--- config.mk ---
export PLATFORM = sky130hd
export DESIGN_NAME = sreg_port
export DESIGN_NICKNAME = d
export VERILOG_FILES = /design/src/rtl/sreg_port_pkg.sv /design/src/rtl/sreg_port_ctrl.sv /design/src/rtl/sreg_port_dp.sv /design/src/rtl/sreg_port.sv
export SDC_FILE = /design/constraint.sdc
export NUM_CORES = 1
export LEC_CHECK = 0
export BUFFER_PORTS_ARGS = -buffer_cell sky130_fd_sc_hd__clkbuf_2
export CORE_UTILIZATION = 50
export CTS_BUF_LIST = sky130_fd_sc_hd__clkbuf_4
export CTS_CLUSTER_SIZE = 8
export DETAILED_ROUTE_END_ITERATION = 12
export PLACE_DENSITY = 0.89
export SYNTH_ARGS = -nofsm -noshare
export SYNTH_HDL_FRONTEND = slang
export SYNTH_SLANG_ARGS = --single-unit
--- constraint.sdc ---
create_clock -name clk -period 2.85 [get_ports clk]
set_clock_uncertainty 0.05 [all_clocks]
set_input_delay 0.57 -clock clk [delete_from_list [all_inputs] [get_ports clk]]
set_output_delay 0.57 -clock clk [all_outputs]
set_load 0.02 [all_outputs]
--- src/rtl/sreg_port_pkg.sv ---
package sreg_port_pkg;

  typedef struct packed {
    logic doShift;
    logic doCapture;
    logic doUpdate;
  } strobe_t;

  typedef enum logic [1:0] {
    SRC_CUR   = 2'b00,
    SRC_PREV1 = 2'b01,
    SRC_PREV2 = 2'b10,
    SRC_INREG = 2'b11
  } capSrc_e;

endpackage

--- src/rtl/sreg_port_ctrl.sv ---
module sreg_port_ctrl
  import sreg_port_pkg::*;
(
  input  logic    clk,
  input  logic    rstN,
  input  logic    shiftEn,
  input  logic    captureSel,
  output strobe_t strobes
);

  always_comb begin
    strobes.doShift   = shiftEn;
    strobes.doCapture = !shiftEn && captureSel;
    strobes.doUpdate  = !shiftEn && !captureSel;
  end


  strobe_onehot_chk: assert property (@(posedge clk) disable iff (!rstN)
    $onehot0({strobes.doShift, strobes.doCapture, strobes.doUpdate}));


  shift_wins_chk: assert property (@(posedge clk) disable iff (!rstN)
    shiftEn |-> !strobes.doCapture && !strobes.doUpdate);

endmodule

--- src/rtl/sreg_port_dp.sv ---
module sreg_port_dp
  import sreg_port_pkg::*;
#(
  parameter int SR_W    = 41,
  parameter int IN_W    = 39,
  parameter int CUR_W   = 34,
  parameter int PREV_W  = 32,
  parameter int SEL_BIT = 13,
  parameter int OVR_BIT = 12
) (
  input  logic              clk,
  input  logic              rstN,
  input  strobe_t           strobes,
  input  logic              serIn,
  input  logic [CUR_W-1:0]  curState,
  input  logic [PREV_W-1:0] prevRec1,
  input  logic [PREV_W-1:0] prevRec2,
  output logic              serOut,
  output logic              imageSel,
  output logic              selOverride
);

  localparam int ADDR_W = SR_W - IN_W;
  localparam logic [IN_W-1:0] KEEP_MASK = (IN_W'(1) << SEL_BIT) | (IN_W'(1) << OVR_BIT);

  logic [SR_W-1:0]  chain;
  logic [IN_W-1:0]  inReg;
  logic [IN_W-1:0]  capWord;
  logic [ADDR_W-1:0] addrNext;
  capSrc_e          capSrc;

  assign capSrc = capSrc_e'(chain[SR_W-1 -: ADDR_W]);

  always_comb begin
    unique case (capSrc)
      SRC_CUR:   capWord = {{(IN_W-CUR_W){1'b0}}, curState};
      SRC_PREV1: capWord = {{(IN_W-PREV_W){1'b0}}, prevRec1};
      SRC_PREV2: capWord = {{(IN_W-PREV_W){1'b0}}, prevRec2};
      default:   capWord = inReg;
    endcase
  end

  assign addrNext = {serIn, chain[SR_W-1:IN_W+1]};

  always_ff @(posedge clk or negedge rstN) begin
    if (!rstN) begin
      chain <= '0;
    end else if (strobes.doShift) begin
      chain <= {addrNext, serIn, chain[IN_W-1:1]};
    end else if (strobes.doCapture) begin
      chain[IN_W-1:0] <= capWord;
    end
  end

  always_ff @(posedge clk or negedge rstN) begin
    if (!rstN)
      inReg <= '0;
    else if (strobes.doUpdate)
      inReg <= chain[IN_W-1:0] & KEEP_MASK;
  end

  assign serOut      = chain[0];
  assign imageSel    = inReg[SEL_BIT];
  assign selOverride = inReg[OVR_BIT];


  shift_out_chk: assert property (@(posedge clk) disable iff (!rstN)
    strobes.doShift |=> serOut == $past(chain[1]));


  addr_hold_chk: assert property (@(posedge clk) disable iff (!rstN)
    (strobes.doCapture || strobes.doUpdate) |=> $stable(chain[SR_W-1:IN_W]));


  update_fields_chk: assert property (@(posedge clk) disable iff (!rstN)
    strobes.doUpdate |=> imageSel == $past(chain[SEL_BIT]) &&
                         selOverride == $past(chain[OVR_BIT]));


  inreg_hold_chk: assert property (@(posedge clk) disable iff (!rstN)
    !strobes.doUpdate |=> $stable(imageSel) && $stable(selOverride));


  cap_cur_chk: assert property (@(posedge clk) disable iff (!rstN)
    (strobes.doCapture && capSrc == SRC_CUR) |=>
      chain[IN_W-1:0] == {{(IN_W-CUR_W){1'b0}}, $past(curState)});

endmodule

--- src/rtl/sreg_port.sv ---
module sreg_port
  import sreg_port_pkg::*;
(
  input  logic        clk,
  input  logic        rstN,
  input  logic        shiftEn,
  input  logic        captureSel,
  input  logic        serIn,
  output logic        serOut,
  input  logic [33:0] curState,
  input  logic [31:0] prevRec1,
  input  logic [31:0] prevRec2,
  output logic        imageSel,
  output logic        selOverride
);

  strobe_t strobes;

  sreg_port_ctrl u_ctrl (
    .clk        (clk),
    .rstN       (rstN),
    .shiftEn    (shiftEn),
    .captureSel (captureSel),
    .strobes    (strobes)
  );

  sreg_port_dp #(
    .SR_W    (41),
    .IN_W    (39),
    .CUR_W   (34),
    .PREV_W  (32),
    .SEL_BIT (13),
    .OVR_BIT (12)
  ) u_dp (
    .clk         (clk),
    .rstN        (rstN),
    .strobes     (strobes),
    .serIn       (serIn),
    .curState    (curState),
    .prevRec1    (prevRec1),
    .prevRec2    (prevRec2),
    .serOut      (serOut),
    .imageSel    (imageSel),
    .selOverride (selOverride)
  );

endmodule

==> flow_summary_export.csv, run 1 <==
group,metric,value,unit
global_route,antenna_found_initial,0,
job,cap_violations,0,
clock_tree,numCtsBuffers,5,
setup_path,path_buf_inv,0,
yosys,synth_flop_cell,"dfrtp_1",
layout,area.sequential,1077,sq um
route,ant_nets,0,
yosys,seq_area_frac_synth,41.71,%
yosys,ys_warn_count,0,
worst_hold_path,hp-class,"in2async",
timing,fin_crit_sh,75.73,%
setup_path,worstPathRequired,3.09,ns
yosys,async_reset_ff_share,100.0,%
yosys,yosysMostFrequentCell,"dfrtp_1",
clock_tree,clk_latency,0.36,ns
setup_path,start_kind,"flip-flop",
global_route,grt_start_max_net_pins,57,
power_and_ir_drop,vdd_drop_max,0.0003657,V
place,place.gp.congestion,0.8012,
setup_path,cpMaxStageDelayCell,"nor2b_2",
floorplan,die_area,5451,sq um
route,drtIter0Drc,127,
timing,hold_violations,0,
clock_tree,cts_root_buffer,"clkbuf_4",
floorplan,coreArea,4848,sq um
place,postPlaceCellArea,3078,sq um
yosys,syn_inst,253,
clock_tree,cts_setup_buffers,0,
floorplan,rows,25,
setup_path,crit_chain,"nor2b_2 -> a2bb2oi_1 -> o21ai_1",
route,wl,6105,um
layout,layout.nets,447,
yosys,yosysUniqueCellTypes,23,
place,dp_worst_setup_slack,0.7305,ns
timing,grt_setup_unrepaired,"false",
power_and_ir_drop,powerDensity,522.4,nW/um^2
timing,drv_slew,0,
yosys,synthTopCellsByCount,"dfrtp_1 (43), a21oi_1 (31), a2bb2oi_1 (30), mux2i_1 (30), nor3b_1 (29)",
route,vias,2320,
yosys,synth_edf_count,0,
clock_tree,cts_resized,0,
setup_path,crit_path_max_incr_delay,1.00,ns
layout,final_util,65.16,%
floorplan,io_pins,106,
place,hpwl,4497,um
timing,max_freq,463.3,MHz
setup_path,crit_type,"reg2reg",
floorplan,start_util,53.21,%
yosys,yosys_register_bits,43,
clock_tree,ctsHoldBuffers,0,
floorplan,die_y,73.83,um
route,avgRoutedWirePerCell,14.82,um
yosys,synth_top_area_cell,"dfrtp_1",
yosys,yosys-top-cells-area,"dfrtp_1 (42%), mux2i_1 (12%), a2bb2oi_1 (10%), nor3b_1 (8.4%), a21oi_1 (6.0%)",
clock_tree,htreeDepth,2,
timing,worst_slack,0.6917,ns
power_and_ir_drop,p_leak,1.531,nW
timing,tns,0,ns
route,firstDrtPassIters,4,
global_route,grt-ovfl-total,0,
global_route,grt_pass1_vias,2253,
route,drc,0,
timing,worst-slew-pin-transition,1.164,ns
clock_tree,cts_tree,"done",
clock_tree,numClockSinks,43,
layout,drive_above_1_share,37.39,%
place,portBuffers,105,
clock_tree,cts_buffer_depth,2,
timing,fin_crit,2.158,ns
yosys,netlist_area,2580,sq um
layout,fill_cells,407,
route,viasPerCell,5.631,
place,place_inst,404,
global_route,grt_pass1_wl,9867,um
setup_path,cp.arrival,2.40,ns
setup_path,critical-path-top-delay-family,"simple AND/OR/NAND/NOR gates",
setup_path,path_max_fanout,30,
yosys,syn_avg_cell_area,10.20,sq um
clock_tree,clkTransAtPathRegs,0.14,ns
yosys,yosys.area.top_type_share,41.71,%
timing,relSlewSlack,22.05,%
setup_path,cp-end-kind,"flip-flop",
layout,multi_input_area,1346,sq um
layout,stdcell_area,3159,sq um
layout,area_growth,22.45,%
global_route,grt_usage,24.06,%
status,status,"finished clean",
floorplan,die_w,73.83,um
layout,num_antenna_cells,0,
yosys,syn_nets,356,
layout,fin_cells,412,
timing,setup-violations-final,0,
==> registers in the layout (all words and copies together) (netlist names) <==
register,cells
u_dp.chain,41
u_dp.inReg,2
==> stage by stage <==
stage | power, mW | hold slack [ns]
3_3_place_gp | 1.248 | 0.4055
2_1_floorplan | 1.130 | 0.2244
5_1_grt | 1.745 | 0.2082
3_5_place_dp | 1.270 | 0.4312
6_report | 1.650 | 0.1670
4_1_cts | 1.658 | 0.1862
==> cells by family after synthesis <==
group           after synthesis  synth area share (%)
compound gates              101                 24.68
buf+inv                      27                 6.110
flops                        43                 41.71
mux                          36                 15.13
simple gates                 46                 12.37
==> layout make-up <==
class,instances,share of cell area (%)
multi-input combinational,183,42.61
sequential,43,34.10
timing repair buffer,111,18.06
tap,67,2.653
clock inverter,3,1.386
clock buffer,5,1.188
==> final timing paths <==
kind	startpoint	endpoint	slack, ns	cells after the start
setup reg to reg	u_dp.chain[39]	u_dp.chain[16]	0.69	3
hold reg to reg	u_dp.chain[36]	u_dp.chain[35]	0.46	2
hold / removal	rstN	u_dp.chain[33]	0.17	1
max in group asynchronous	rstN	u_dp.chain[38]	1.90	2
min in group clk	serIn	u_dp.chain[40]	0.42	2
setup / recovery	u_dp.chain[39]	u_dp.chain[16]	0.69	3
==> layout by cell type, fill, tap and decap left out, drive strengths merged, types with 2 or more instances in the layout <==
| master | count |
|---|---|
| mux2 | 4 |
| mux2i | 30 |
| a21oi | 31 |
| buf | 6 |
| clkinv | 2 |
| nand2b | 2 |
| mux4 | 2 |
| clkbuf | 110 |
| nor2b | 3 |
| o21ai | 34 |
| nand3b | 3 |
| a22oi | 3 |
| nor3b | 30 |
| nand2 | 7 |
| dfrtp | 43 |
| a22o | 3 |
| a2bb2oi | 30 |
==> report_power, final <==
part	leakage [nW]	switching, mW	internal, mW
clock network	0.0452	0.208	0.185
registers	0.560	0.0833	0.707
logic	0.926	0.208	0.259
==> metal layers <==
layer  routed length (um)  part of all wire (%)  vias up  global-route usage, %
li1                     -                     -     1133                      -
met1                 2594                    42     1101                  29.64
met2                 3127                    51       78                  40.98
met3                  287                   4.7        8                  5.487
met4                   95                   1.6        0                  9.188
met5                    0                     0        -                      0
Note: power is estimated with default switching activity, not from simulation.
==> inputs of run 2 (changes only) <==
==> constraint.sdc (replaced) <==
create_clock -name clk -period 2.1 [get_ports clk]
set_clock_uncertainty 0.05 [all_clocks]
set_input_delay 0.42 -clock clk [delete_from_list [all_inputs] [get_ports clk]]
set_output_delay 0.42 -clock clk [all_outputs]
set_load 0.02 [all_outputs]
==> flow_summary_export.csv, run 2 (synthesis gave the netlist of run 1 again) <==
group,metric,value,unit
status,status,"finished clean",
floorplan,die_w,73.83,um
worst_hold_path,min_to,"u_dp.chain[8]",
floorplan,start_util,53.21,%
setup_path,critical-path-top-delay-family,"flip-flops",
place,portBuffers,105,
job,cap_violations,0,
timing,tns,0,ns
layout,layout.nets,455,
timing,worst-slew-pin-transition,0.4888,ns
clock_tree,clk_latency,0.36,ns
timing,max_freq,603.8,MHz
global_route,grt_pass1_wl,10030,um
setup_path,path_max_fanout,17,
setup_path,crit_path_max_incr_delay,0.59,ns
layout,fill_cells,385,
setup_path,start_kind,"flip-flop",
power_and_ir_drop,powerDensity,665.7,nW/um^2
route,wl,6145,um
timing,setup-violations-final,0,
route,drtIter0Drc,134,
timing,grt_setup_unrepaired,"false",
power_and_ir_drop,p_leak,1.551,nW
route,firstDrtPassIters,5,
timing,fin_crit_sh,78.86,%
layout,multi_input_area,1346,sq um
setup_path,path_buf_inv,1,
timing,hold_violations,0,
global_route,grt_pass1_vias,2250,
layout,regMostFlops,"u_dp.chain",
global_route,antenna_found_initial,0,
clock_tree,numCtsBuffers,5,
route,viasPerCell,5.498,
global_route,grt-ovfl-total,0,
clock_tree,cts_tree,"done",
clock_tree,htreeDepth,2,
layout,reg.largest.list,"u_dp.chain: 41 flops, u_dp.inReg: 2 flops",
layout,largest_reg_flops,41,
worst_hold_path,hp-class,"in2reg",
setup_path,cp.arrival,1.88,ns
route,ant_nets,0,
setup_path,crit_type,"reg2reg",
route,vias,2298,
worst_hold_path,whs_path_depth,3,
layout,num_antenna_cells,0,
timing,drv_slew,0,
floorplan,rows,25,
clock_tree,cts_setup_buffers,0,
setup_path,cpMaxStageDelayCell,"dfrtp_2",
clock_tree,numClockSinks,43,
layout,layout_commonest_cell,"clkbuf_2",
setup_path,cp-end-kind,"flip-flop",
setup_path,worstReg2RegStart,"u_dp.chain[39]",
layout,final_cell_mix,"clkbuf_2 (105), dfrtp_1 (42), a21oi_1 (31), mux2i_1 (30), a2bb2oi_1 (30)",
layout,area_growth,23.47,%
global_route,grt_usage,24.13,%
floorplan,die_y,73.83,um
layout,stdcell_area,3186,sq um
floorplan,coreArea,4848,sq um
layout,drive_above_1_share,38.18,%
clock_tree,cts_buffer_depth,2,
global_route,grt_start_max_net_pins,37,
place,place.gp.congestion,0.7650,
worst_hold_path,min_from,"prevRec2[8]",
place,hpwl,4675,um
timing,fin_crit,1.656,ns
clock_tree,clkTransAtPathRegs,0.13,ns
route,drc,0,
place,postPlaceCellArea,3131,sq um
power_and_ir_drop,vdd_drop_max,0.0003054,V
layout,area.sequential,1077,sq um
clock_tree,cts_root_buffer,"clkbuf_4",
route,avgRoutedWirePerCell,14.70,um
setup_path,r2r_slack,0.44,ns
setup_path,r2r_cells,4,
floorplan,die_area,5451,sq um
floorplan,io_pins,106,
setup_path,crit_chain,"nor2b_2 -> buf_4 -> a2bb2oi_1 -> o21ai_0",
setup_path,worst_r2r_endpoint,"u_dp.chain[29]",
setup_path,worstPathRequired,2.32,ns
timing,relSlewSlack,67.41,%
[run 2: final cells by class]
cell class	instances	area share, %
Multi-Input combinational cell	183	42.26
Tap cell	67	2.632
Clock buffer	6	1.414
Timing Repair Buffer	119	19.87
Sequential cell	43	33.82
[run 2: tightest hold or removal path, stage by stage]
cell and delay, ns:
clkbuf_2 0.08, a2bb2oi_1 0.05, o21ai_1 0.10
[run 2: power by group]
| group | internal, mW | switching (mW) | total, mW | leakage (nW) |
|---|---|---|---|---|
| combinational | 0.368 | 0.304 | 0.671 | 0.964 |
| clock | 0.132 | 0.256 | 0.389 | 0.0276 |
| sequential | 0.960 | 0.0998 | 1.06 | 0.560 |
| total | 1.46 | 0.660 | 2.12 | 1.55 |
[run 2: how the worst max path moves through the flow]
stage | from | end | slack [ns] | cells past startpoint
floorplan | shiftEn | u_dp.inReg[12] | 0.79 | 3
global placement | u_dp.chain[39] | u_dp.chain[31] | 0.49 | 4
detailed placement | u_dp.chain[39] | u_dp.chain[29] | 0.44 | 4
CTS | u_dp.chain[39] | u_dp.chain[3] | 0.43 | 4
global route | u_dp.chain[39] | u_dp.chain[29] | 0.28 | 4
finish | u_dp.chain[39] | u_dp.chain[29] | 0.44 | 4
[run 2: per-layer routing]
layer / global-route usage (%) / vias to the layer above / routed length (um)
met4: 8.761 / 0 / 80
met5: 0 / - / 0
met1: 30.86 / 1076 / 2729
li1: - / 1150 / -
met3: 3.978 / 10 / 232
met2: 41.08 / 62 / 3102
[run 2: repair_timing]
item	CTS	global route
hold endpoints to repair	18	0
hold buffers	1	0
endpoints found under the setup margin	0	0
gates resized for setup	0	0
[run 2: metrics by stage]
stage	power [mW]	cells	hold WS (ns)	setup slack, ns	utilization, %
finish	2.121	418	0.2719	0.4439	65.70
floorplan	1.534	253	0.07441	0.7870	-
global placement	1.714	411	0.3593	0.4863	64.57
CTS	2.131	418	0.2639	0.4266	65.70
detailed placement	1.748	411	0.3596	0.4408	64.57
global route	2.252	418	0.2633	0.2768	65.70
==> inputs of run 3 (changes only) <==
--- a/config.mk
+++ b/config.mk
@@ -6,11 +6,11 @@
 export NUM_CORES = 1
 export LEC_CHECK = 0
 export BUFFER_PORTS_ARGS = -buffer_cell sky130_fd_sc_hd__clkbuf_2
-export CORE_UTILIZATION = 50
+export CORE_UTILIZATION = 45
 export CTS_BUF_LIST = sky130_fd_sc_hd__clkbuf_4
 export CTS_CLUSTER_SIZE = 8
 export DETAILED_ROUTE_END_ITERATION = 12
-export PLACE_DENSITY = 0.89
+export PLACE_DENSITY = 0.84
 export SYNTH_ARGS = -nofsm -noshare
 export SYNTH_HDL_FRONTEND = slang
 export SYNTH_SLANG_ARGS = --single-unit
==> constraint.sdc (replaced) <==
create_clock -name clk -period 1.51 [get_ports clk]
set_clock_uncertainty 0.05 [all_clocks]
set_input_delay 0.302 -clock clk [delete_from_list [all_inputs] [get_ports clk]]
set_output_delay 0.302 -clock clk [all_outputs]
set_load 0.02 [all_outputs]
==> flow_summary_export.csv, run 3 (synthesis gave the netlist of run 1 again) <==
group,metric,value,unit
worst_hold_path,hp-class,"in2reg",
timing,grt_setup_unrepaired,"false",
setup_path,start_kind,"flip-flop",
power_and_ir_drop,p_comb_share,32.9,%
power_and_ir_drop,p_leak,1.589,nW
layout,drive_above_1_share,39.34,%
power_and_ir_drop,vdd_drop_max,0.0004548,V
clock_tree,htreeDepth,2,
place,dp_worst_setup_slack,0.1016,ns
floorplan,io_pins,106,
power_and_ir_drop,powerDensity,916.6,nW/um^2
place,place.gp.congestion,0.7357,
route,wl,6172,um
layout,layout_commonest_cell,"clkbuf_2",
status,status,"finished clean",
route,ant_nets,0,
clock_tree,cts_root_buffer,"clkbuf_4",
floorplan,die_area,6040,sq um
clock_tree,numClockSinks,43,
timing,hold_violations,0,
route,avgRoutedWirePerCell,14.25,um
power_and_ir_drop,clock_power_share,18.5,%
layout,num_antenna_cells,0,
clock_tree,cts_setup_buffers,0,
timing,setup-violations-final,0,
global_route,antenna_found_initial,0,
timing,drv_slew,0,
global_route,grt_usage,21.82,%
clock_tree,cts_buffer_depth,2,
layout,fin_cells,433,
floorplan,die_y,77.72,um
route,drc,0,
power_and_ir_drop,switching_share,31.55,%
job,cap_violations,0,
layout,fill_cells,469,
layout,final_cell_mix,"clkbuf_2 (105), dfrtp_1 (42), a21oi_1 (31), mux2i_1 (30), a2bb2oi_1 (30)",
route,vias,2429,
floorplan,die_w,77.72,um
setup_path,cp.arrival,1.61,ns
setup_path,path_max_fanout,11,
clock_tree,clkTransAtPathRegs,0.13,ns
layout,area_growth,26.33,%
floorplan,rows,27,
global_route,grt-ovfl-total,0,
place,portBuffers,105,
place,postPlaceCellArea,3197,sq um
layout,regMostFlops,"u_dp.chain",
layout,layout.nets,463,
timing,max_freq,704.1,MHz
power_and_ir_drop,pwr-share-seq,48.6,%
setup_path,critPathLaunch,"u_dp.chain[39]",
setup_path,worst_r2r_endpoint,"u_dp.chain[14]",
route,viasPerCell,5.610,
clock_tree,ctsHoldBuffers,1,
place,place_inst,424,
route,drtIter0Drc,139,
clock_tree,cts_resized,0,
clock_tree,clk_latency,0.36,ns
timing,relSlewSlack,72.76,%
floorplan,coreArea,5507,sq um
timing,tns,0,ns
clock_tree,cts_tree,"done",
global_route,grt_pass1_wl,10430,um
route,firstDrtPassIters,4,
floorplan,start_util,46.85,%
layout,reg.largest.list,"u_dp.chain: 41 flops, u_dp.inReg: 2 flops",
timing,fin_crit_sh,94.06,%
setup_path,crit_end,"u_dp.chain[14]",
clock_tree,numCtsBuffers,5,
place,hpwl,4819,um
power_and_ir_drop,switching_power,942.5,uW
global_route,grt_start_max_net_pins,40,
global_route,grt_pass1_vias,2436,
timing,worst_slack,0.08972,ns
setup_path,worstPathRequired,1.70,ns
timing,fin_crit,1.420,ns
layout,stdcell_area,3259,sq um
layout,largest_reg_flops,41,
setup_path,r2r_slack,0.09,ns
power_and_ir_drop,p_int,2.045,mW
setup_path,worstReg2RegStart,"u_dp.chain[39]",
setup_path,r2r_cells,4,
timing,worst-slew-pin-transition,0.4086,ns
setup_path,crit_type,"reg2reg",
setup_path,cp-end-kind,"flip-flop",
==> run 3: changes by cell type in the layout (fill, tap and decap cells not counted) <==
cell        before  now
buf_4           13   21
clkinv_1         0    2
clkbuf_4         6    5
clkinvlp_4       0    1
==> run 3: final cells by class <==
class                   count  area (sq um)  area share [%]
multi-input cells         183          1346           41.31
repair buffers            127         693.2           21.27
clock inverters             3         15.01          0.4607
clock buffers               5         37.54           1.152
well taps                  72         90.09           2.764
flip-flops and latches     43          1077           33.05
==> run 3: metal layers <==
metal / up-vias / global-route usage (%) / wire length (um)
met5: - / 0 / 0
met3: 14 / 3.412 / 252
met2: 72 / 39.91 / 3237
met4: 0 / 9.811 / 138
met1: 1181 / 24.83 / 2544
li1: 1162 / - / -
==> run 3: power by group through the flow <==
stage	Clock [mW]	Sequential, mW	Combinational, mW
floorplan	0	1.45	0.684
finish	0.551	1.45	0.983
global route	0.601	1.48	1.09
CTS	0.553	1.45	0.992
detailed placement	0	1.47	0.989
global placement	0	1.47	0.955
==> run 3: worst max-delay path: stages (launching register included) <==
cell,delay (ns)
dfrtp_2,0.50
buf_4,0.26
mux2i_1,0.21
a2bb2oi_1,0.21
o21ai_1,0.08
==> run 3: worst min path at each step <==
stage           startpoint              to  slack [ns]  cells past startpoint
2_1_floorplan         rstN   u_dp.chain[0]       -0.04                      0
3_3_place_gp          rstN  u_dp.chain[31]        0.20                      1
3_5_place_dp          rstN  u_dp.chain[31]        0.20                      1
4_1_cts              serIn  u_dp.chain[40]        0.14                      2
5_1_grt              serIn  u_dp.chain[40]        0.14                      2
6_report       prevRec2[8]   u_dp.chain[8]        0.14                      3
==> run 3: metrics by stage <==
stage / hold WS (ns) / total power, mW / util, %
after floorplan: -0.04359 / 2.134 / -
after detailed placement: 0.1959 / 2.463 / 58.06
final: 0.1449 / 2.987 / 59.19
after CTS: 0.1377 / 2.997 / 59.19
after global placement: 0.2042 / 2.421 / 58.06
after global routing: 0.1413 / 3.165 / 59.19
